$ cat config.mk
export PLATFORM = sky130hd
export DESIGN_NAME = nrzi_dpll_rx
export DESIGN_NICKNAME = d
export VERILOG_FILES = /design/src/rtl/nrzi_dpll_pkg.sv /design/src/rtl/nrzi_dpll_tick.sv /design/src/rtl/nrzi_dpll_phase.sv /design/src/rtl/nrzi_dpll_pack.sv /design/src/rtl/nrzi_dpll_rx.sv
export SDC_FILE = /design/constraint.sdc
export NUM_CORES = 1
export LEC_CHECK = 0
export BUFFER_PORTS_ARGS = -buffer_cell sky130_fd_sc_hd__buf_2
export CORE_MARGIN = 2
export CORE_UTILIZATION = 59
export CTS_CLUSTER_DIAMETER = 120
export DETAILED_ROUTE_END_ITERATION = 10
export GPL_TIMING_DRIVEN = 0
export MAX_ROUTING_LAYER = met4
export PLACE_DENSITY_LB_ADDON = 0.15
export SLEW_MARGIN = 20
export SYNTH_ARGS = -nofsm -noshare
export SYNTH_HDL_FRONTEND = slang
export SYNTH_SLANG_ARGS = --single-unit
$ cat constraint.sdc
create_clock -name clk -period 5.3 [get_ports clk]
set_input_delay 1.06 -clock clk [delete_from_list [all_inputs] [get_ports clk]]
set_output_delay 1.06 -clock clk [all_outputs]
set_load 0.05 [all_outputs]
$ cat src/rtl/nrzi_dpll_pkg.sv
package nrzi_dpll_pkg;

  // Phase verdict, coded so the raw bits read as a signed step.
  typedef enum logic [1:0] {
    ADJ_NONE  = 2'b00,
    ADJ_LATE  = 2'b01,
    ADJ_EARLY = 2'b11
  } adj_e;

  // Edge window seen at a decision sample: {older, previous, newest}.
  localparam int WIN_W = 3;

  // Pattern match of the edge window. duo selects the two-sample rule.
  function automatic adj_e judge_window(input logic duo, input logic [WIN_W-1:0] win);
    adj_e v;
    v = ADJ_NONE;
    if (!duo) begin
      if (win == 3'b001)      v = ADJ_LATE;
      else if (win == 3'b100) v = ADJ_EARLY;
    end else begin
      if (win[1:0] == 2'b01)      v = ADJ_LATE;
      else if (win[1:0] == 2'b10) v = ADJ_EARLY;
    end
    return v;
  endfunction

  // Interval that follows a sample, given the nominal length and verdict.
  function automatic int step_interval(input int nominal, input adj_e v);
    int r;
    case (v)
      ADJ_LATE:  r = nominal + 1;
      ADJ_EARLY: r = nominal - 1;
      default:   r = nominal;
    endcase
    return r;
  endfunction

endpackage

$ cat src/rtl/nrzi_dpll_tick.sv
// Counts base-time units and fires a sample tick when the interval has elapsed.
module nrzi_dpll_tick #(
  parameter int IVL_W = 3
) (
  input  logic             clk,
  input  logic             rst_n,
  input  logic             unit_en,
  input  logic [IVL_W-1:0] nom_ivl,
  input  logic [IVL_W-1:0] next_ivl,
  output logic             sample_tick,
  output logic [IVL_W-1:0] cur_ivl
);

  logic [IVL_W-1:0] cnt_q;
  logic [IVL_W-1:0] ivl_q;

  assign sample_tick = unit_en && (cnt_q == ivl_q - IVL_W'(1));
  assign cur_ivl     = ivl_q;

  always_ff @(posedge clk) begin
    if (!rst_n) begin
      cnt_q <= '0;
      ivl_q <= nom_ivl;
    end else if (unit_en) begin
      if (sample_tick) begin
        cnt_q <= '0;
        ivl_q <= next_ivl;
      end else begin
        cnt_q <= cnt_q + IVL_W'(1);
      end
    end
  end

endmodule

$ cat src/rtl/nrzi_dpll_phase.sv
// Edge history, sample-phase sequencing and interval selection.
module nrzi_dpll_phase
  import nrzi_dpll_pkg::*;
#(
  parameter int IVL_W   = 3,
  parameter int NOM_TRI = 4,
  parameter int NOM_DUO = 6
) (
  input  logic             clk,
  input  logic             rst_n,
  input  logic             mode_duo,
  input  logic             sample_tick,
  input  logic             line_in,
  output logic             decide_tick,
  output logic [IVL_W-1:0] nom_ivl,
  output logic [IVL_W-1:0] next_ivl,
  output adj_e             adj_q
);

  logic [1:0]       phase_q;
  logic             last_q;
  logic [1:0]       hist_q;
  logic             edge_flag;
  logic [WIN_W-1:0] window;
  logic [1:0]       wrap;
  adj_e             verdict;

  assign edge_flag   = line_in ^ last_q;
  assign window      = {hist_q, edge_flag};
  assign decide_tick = sample_tick && (phase_q == 2'd0);
  assign wrap        = mode_duo ? 2'd1 : 2'd2;
  assign nom_ivl     = mode_duo ? IVL_W'(NOM_DUO) : IVL_W'(NOM_TRI);
  assign verdict     = decide_tick ? judge_window(mode_duo, window) : ADJ_NONE;

  always_comb begin
    next_ivl = IVL_W'(step_interval(mode_duo ? NOM_DUO : NOM_TRI, verdict));
  end

  always_ff @(posedge clk) begin
    if (!rst_n) begin
      phase_q <= 2'd0;
      last_q  <= 1'b0;
      hist_q  <= 2'b00;
      adj_q   <= ADJ_NONE;
    end else begin
      adj_q <= verdict;
      if (sample_tick) begin
        last_q  <= line_in;
        hist_q  <= window[1:0];
        phase_q <= (phase_q >= wrap) ? 2'd0 : phase_q + 2'd1;
      end
    end
  end

endmodule

$ cat src/rtl/nrzi_dpll_pack.sv
// NRZI decode at decision samples and marker-driven word assembly.
module nrzi_dpll_pack #(
  parameter int WORD_W = 16
) (
  input  logic              clk,
  input  logic              rst_n,
  input  logic              decide_tick,
  input  logic              line_in,
  output logic [WORD_W-1:0] word_data,
  output logic              word_valid
);

  localparam logic [WORD_W-1:0] EMPTY = {1'b1, {(WORD_W-1){1'b0}}};

  // fill_q holds the upper WORD_W bits of the assembly register; the marker
  // reaching bit 0 of fill_q means the incoming bit completes a word.
  logic [WORD_W-1:0] fill_q;
  logic              last_rx_q;
  logic              bit_val;
  logic [WORD_W-1:0] shifted;

  assign bit_val = (line_in == last_rx_q);
  assign shifted = {bit_val, fill_q[WORD_W-1:1]};

  always_ff @(posedge clk) begin
    if (!rst_n) begin
      fill_q     <= EMPTY;
      last_rx_q  <= 1'b0;
      word_data  <= '0;
      word_valid <= 1'b0;
    end else begin
      word_valid <= 1'b0;
      if (decide_tick) begin
        last_rx_q <= line_in;
        if (fill_q[0]) begin
          word_data  <= shifted;
          word_valid <= 1'b1;
          fill_q     <= EMPTY;
        end else begin
          fill_q <= shifted;
        end
      end
    end
  end

endmodule

$ cat src/rtl/nrzi_dpll_rx.sv
// Top: oversampled DPLL recovery of NRZI data into words.
module nrzi_dpll_rx
  import nrzi_dpll_pkg::*;
#(
  parameter int WORD_W  = 16,
  parameter int NOM_TRI = 4,
  parameter int NOM_DUO = 6
) (
  input  logic              clk,
  input  logic              rst_n,
  input  logic              unit_en,
  input  logic              mode_duo,
  input  logic              line_in,
  output logic [WORD_W-1:0] word_data,
  output logic              word_valid,
  output logic signed [1:0] pll_adj
);

  localparam int NOM_MAX = (NOM_DUO > NOM_TRI) ? NOM_DUO : NOM_TRI;
  localparam int IVL_W   = $clog2(NOM_MAX + 2);

  logic             sample_tick;
  logic             decide_tick;
  logic [IVL_W-1:0] nom_ivl;
  logic [IVL_W-1:0] next_ivl;
  logic [IVL_W-1:0] cur_ivl;
  adj_e             adj_q;

  nrzi_dpll_tick #(.IVL_W(IVL_W)) u_tick (
    .clk         (clk),
    .rst_n       (rst_n),
    .unit_en     (unit_en),
    .nom_ivl     (nom_ivl),
    .next_ivl    (next_ivl),
    .sample_tick (sample_tick),
    .cur_ivl     (cur_ivl)
  );

  nrzi_dpll_phase #(.IVL_W(IVL_W), .NOM_TRI(NOM_TRI), .NOM_DUO(NOM_DUO)) u_phase (
    .clk         (clk),
    .rst_n       (rst_n),
    .mode_duo    (mode_duo),
    .sample_tick (sample_tick),
    .line_in     (line_in),
    .decide_tick (decide_tick),
    .nom_ivl     (nom_ivl),
    .next_ivl    (next_ivl),
    .adj_q       (adj_q)
  );

  nrzi_dpll_pack #(.WORD_W(WORD_W)) u_pack (
    .clk         (clk),
    .rst_n       (rst_n),
    .decide_tick (decide_tick),
    .line_in     (line_in),
    .word_data   (word_data),
    .word_valid  (word_valid)
  );

  assign pll_adj = adj_q;

endmodule

==> flow_summary.json <==
{
  "worst_path_max_delay_cell": "sky130_fd_sc_hd__nor4_4",
  "cts_root_buf": "sky130_fd_sc_hd__clkbuf_4",
  "worst_path_most_repeated_cell": "sky130_fd_sc_hd__ha_1",
  "hold_end": "u_pack.word_data[2]",
  "worst_path_dominant_cell_family": "simple AND/OR/NAND/NOR gates",
  "route.vias.total": 1531,
  "cts_inserted_buffers": 5,
  "power.static_leakage_nw": 0.972,
  "io_buffers": 22,
  "final_antenna_net_count": 0,
  "postCtsSetupRepairBufs": 0,
  "worst_hold_path.num_cells": 2,
  "max_cap_viol_count": 0,
  "fillCellCount": 272,
  "cts_hold_buffers": 0,
  "global_route_wire_length_before_repair_um": 6140,
  "cp-end-kind": "flop",
  "synth-edff-count": 3,
  "timing.final.max_slew_violations": 0,
  "synth_area_leader_cell": "sky130_fd_sc_hd__dfxtp_1",
  "dpl_cell_area_um2": 2110,
  "area_delta_synth_final_pct": 11.4,
  "grt.busiest_layer": "met2",
  "cts.htree.levels": 2,
  "final_layout_size_suffix_gt1_frac": 0.147,
  "met2_usage": 0.439,
  "comb_power_share": 0.080,
  "p_sw_w": 0.000141,
  "global_route.overflow_total": 0,
  "synth_top_cell_area_share": 0.452,
  "drt_iter0_drc": 55,
  "ctsResizeCount": 0,
  "clock.fmax_ghz": 0.363,
  "cp_data_arrival_time_ps": 2970,
  "hold_class": "reg2reg",
  "worst_slew_margin_rel": 0.534,
  "antenna_cells": 0,
  "worstPathRequired_ps": 5520,
  "grt_max_degree": 14,
  "synth_most_common_cell": "sky130_fd_sc_hd__dfxtp_1",
  "final.setup_skew_ps": 8.43,
  "timing.reg2reg.setup_slack_ps": 2550,
  "clk_path_buf_depth": 2,
  "clkLatencyLatePin_ps": 360,
  "num-nets-final": 252,
  "synth_cells": 209,
  "p_per_area_nw_per_um2": 267,
  "hold_path.startpoint": "u_pack.word_data[2]",
  "max_stage_delay_ps": 580,
  "drc": 0,
  "p_int_w": 0.000438,
  "final_min_period_over_clock_period": 0.520,
  "post-dp-hpwl_um": 2830,
  "cts_num_sinks": 47,
  "detail_route.wl_per_cell_um": 13.3,
  "core_um2": 3100,
  "kind_of_critical_path": "reg2reg",
  "netlist_area_before_placement_um2": 1950,
  "power.share.switching": 0.244,
  "synth_sequential_area_ratio": 0.499,
  "gr-usage-all-layers": 0.235,
  "tritoncts": "done",
  "crit_path_cell_trace": "inv_1 > ha_1 > xor3_1 > nor4_4 > clkbuf_1 > and2_1 > ha_1 > a21oi_1",
  "grt_setup_unrepaired": "no",
  "reg_power_frac": 0.629,
  "rr_startpoint": "u_tick.cur_ivl[0]",
  "avgViaCountPerCell": 5.43,
  "mapped_avg_cell_area_um2": 9.32,
  "first_global_vias": 1478,
  "regToRegEndpoint": "u_tick.cur_ivl[1]",
  "floorplan.die.width_um": 61.4,
  "synth.top_cells.by_area": "sky130_fd_sc_hd__dfxtp_1 45%, sky130_fd_sc_hd__nand2_1 8.3%, sky130_fd_sc_hd__mux2i_1 7.7%",
  "floorplan.initialDensity": 0.627,
  "synthArstFlopShare": 0,
  "irDropWorstVdd_mv": 0.205,
  "worst_slew_pin_slew_ps": 697,
  "totalWireLength_um": 3750,
  "critical_path_peak_fanout": 10,
  "detailedRoute.firstPassIterationCount": 4,
  "fp.dieH_um": 61.4,
  "boundary_pins": 24,
  "hold_viol_final": 0,
  "part_of_the_total_power_dissipated_in_the_clock_network": 0.290,
  "synth_warnings": 0,
  "postSynthNetCount": 223,
  "fp-row-count": 20,
  "cp-start-kind": "flop",
  "final_cell_area_um2": 2170,
  "antenna_violations_before_repair": 0,
  "final.min_clock_period_ps": 2750,
  "synth_top_flop_cell": "sky130_fd_sc_hd__dfxtp_1",
  "synth_commonest_cells": "44 x sky130_fd_sc_hd__dfxtp_1, 43 x sky130_fd_sc_hd__nand2_1, 19 x sky130_fd_sc_hd__o21ai_0, 18 x sky130_fd_sc_hd__nand3_1, 15 x sky130_fd_sc_hd__mux2i_1",
  "grtUsageMet1": 0.222,
  "met3_usage": 0.0777,
  "cp.buffers_inverters": 2,
  "setup-violations-final": 0,
  "die_area_um2": 3780,
  "worstRegToRegCells": 8,
  "gp_routability_congestion": 0.846,
  "synthDistinctLibCells": 31,
  "finalSetupTns_ps": 0,
  "path_clk_slew_ps": 120,
  "synth-seq-cells": 47,
  "run_status": "completed"
}
==> worst register-to-register path, stage by stage (launching register included) <==
cell and delay (ps):
sky130_fd_sc_hd__edfxtp_1 390, sky130_fd_sc_hd__inv_1 50, sky130_fd_sc_hd__ha_1 200, sky130_fd_sc_hd__xor3_1 430
sky130_fd_sc_hd__nor4_4 580, sky130_fd_sc_hd__clkbuf_1 400, sky130_fd_sc_hd__and2_1 190, sky130_fd_sc_hd__ha_1 220
sky130_fd_sc_hd__a21oi_1 140
==> layout make-up <==
cell class | count | area [µm²] | share of cell area
Timing Repair Buffer | 22 | 110 | 0.0508
Multi-Input combinational cell | 142 | 897 | 0.414
Sequential cell | 47 | 971 | 0.448
Clock buffer | 6 | 51.3 | 0.0237
Tap cell | 44 | 55.1 | 0.0254
Buffer | 11 | 45.0 | 0.0208
Clock inverter | 1 | 5.00 | 0.00231
Inverter | 9 | 33.8 | 0.0156
==> metal layers <==
| layer | up-vias | share of wire |
|---|---|---|
| met5 | - | 0 |
| met4 | 0 | 0.016 |
| met3 | 8 | 0.033 |
| met2 | 23 | 0.54 |
| met1 | 735 | 0.41 |
| li1 | 765 | - |
==> metrics by stage <==
stage / cells / hold WS [ps] / setup slack (ps) / power [W] / util
6_report: 282 / 469 / 2550 / 0.000580 / 0.699
3_3_place_gp: 275 / 444 / 2460 / 0.000416 / 0.681
4_1_cts: 282 / 471 / 2550 / 0.000584 / 0.699
5_1_grt: 282 / 496 / 2390 / 0.000608 / 0.699
3_5_place_dp: 275 / 455 / 2410 / 0.000420 / 0.681
2_1_floorplan: 209 / 444 / 2920 / 0.000406 / -
==> placed cells by master, fill, tap and decap left out, types with 2 or more instances in the layout <==
cell type,synthesis,layout
sky130_fd_sc_hd__a211oi_1,2,2
sky130_fd_sc_hd__a21oi_1,4,4
sky130_fd_sc_hd__and2_1,2,2
sky130_fd_sc_hd__buf_2,0,22
sky130_fd_sc_hd__clkbuf_1,10,10
sky130_fd_sc_hd__clkbuf_4,0,5
sky130_fd_sc_hd__dfxtp_1,44,44
sky130_fd_sc_hd__edfxtp_1,3,3
sky130_fd_sc_hd__ha_1,9,9
sky130_fd_sc_hd__inv_1,8,8
sky130_fd_sc_hd__mux2i_1,15,15
sky130_fd_sc_hd__nand2_1,43,43
sky130_fd_sc_hd__nand2b_1,2,2
sky130_fd_sc_hd__nand3_1,18,18
sky130_fd_sc_hd__nor2_1,9,9
sky130_fd_sc_hd__o21ai_0,19,19
sky130_fd_sc_hd__xnor2_1,4,4
sky130_fd_sc_hd__xor2_1,2,2
==> how the worst max path moves through the flow <==
| stage | startpoint | to | slack [ps] | cells past startpoint |
|---|---|---|---|---|
| floorplan | unit_en | u_tick.cur_ivl[1] | 2920 | 6 |
| global placement | unit_en | u_tick.cur_ivl[1] | 2460 | 7 |
| detailed placement | unit_en | u_tick.cur_ivl[1] | 2410 | 7 |
| CTS | u_tick.cur_ivl[0] | u_tick.cur_ivl[1] | 2550 | 8 |
| global route | u_tick.cur_ivl[0] | u_tick.cur_ivl[1] | 2390 | 8 |
| finish | u_tick.cur_ivl[0] | u_tick.cur_ivl[1] | 2550 | 8 |
==> power groups by stage <==
stage / Combinational (W) / Clock (W) / Sequential [W]
after floorplan: 0.0000338 / 0 / 0.000372
after global placement: 0.0000433 / 0 / 0.000372
after detailed placement: 0.0000470 / 0 / 0.000373
after CTS: 0.0000473 / 0.000172 / 0.000365
after global routing: 0.0000517 / 0.000190 / 0.000366
final: 0.0000466 / 0.000168 / 0.000365
==> cells by family after synthesis <==
group | count (synthesis) | synth area share
xor gates and xnor gates | 7 | 0.0392
buffers and inverters | 20 | 0.0405
AOI/OAI and AO/OA | 29 | 0.0816
DFF | 47 | 0.499
adders and majority gates | 9 | 0.0578
and+or+nand+nor | 81 | 0.199
muxes | 16 | 0.0829
==> flip-flops by register name, indices dropped and copies added, names as in the netlist <==
| register | flops |
|---|---|
| u_phase.last_q | 1 |
| u_pack.word_data | 16 |
| u_phase.hist_q | 2 |
| u_tick.cnt_q | 3 |
| u_tick.cur_ivl | 3 |
| u_pack.fill_q | 16 |
| u_phase.adj_q | 2 |
| u_phase.phase_q | 2 |
| u_pack.last_rx_q | 1 |
| u_pack.word_valid | 1 |
(Power assumes the default switching activity.)
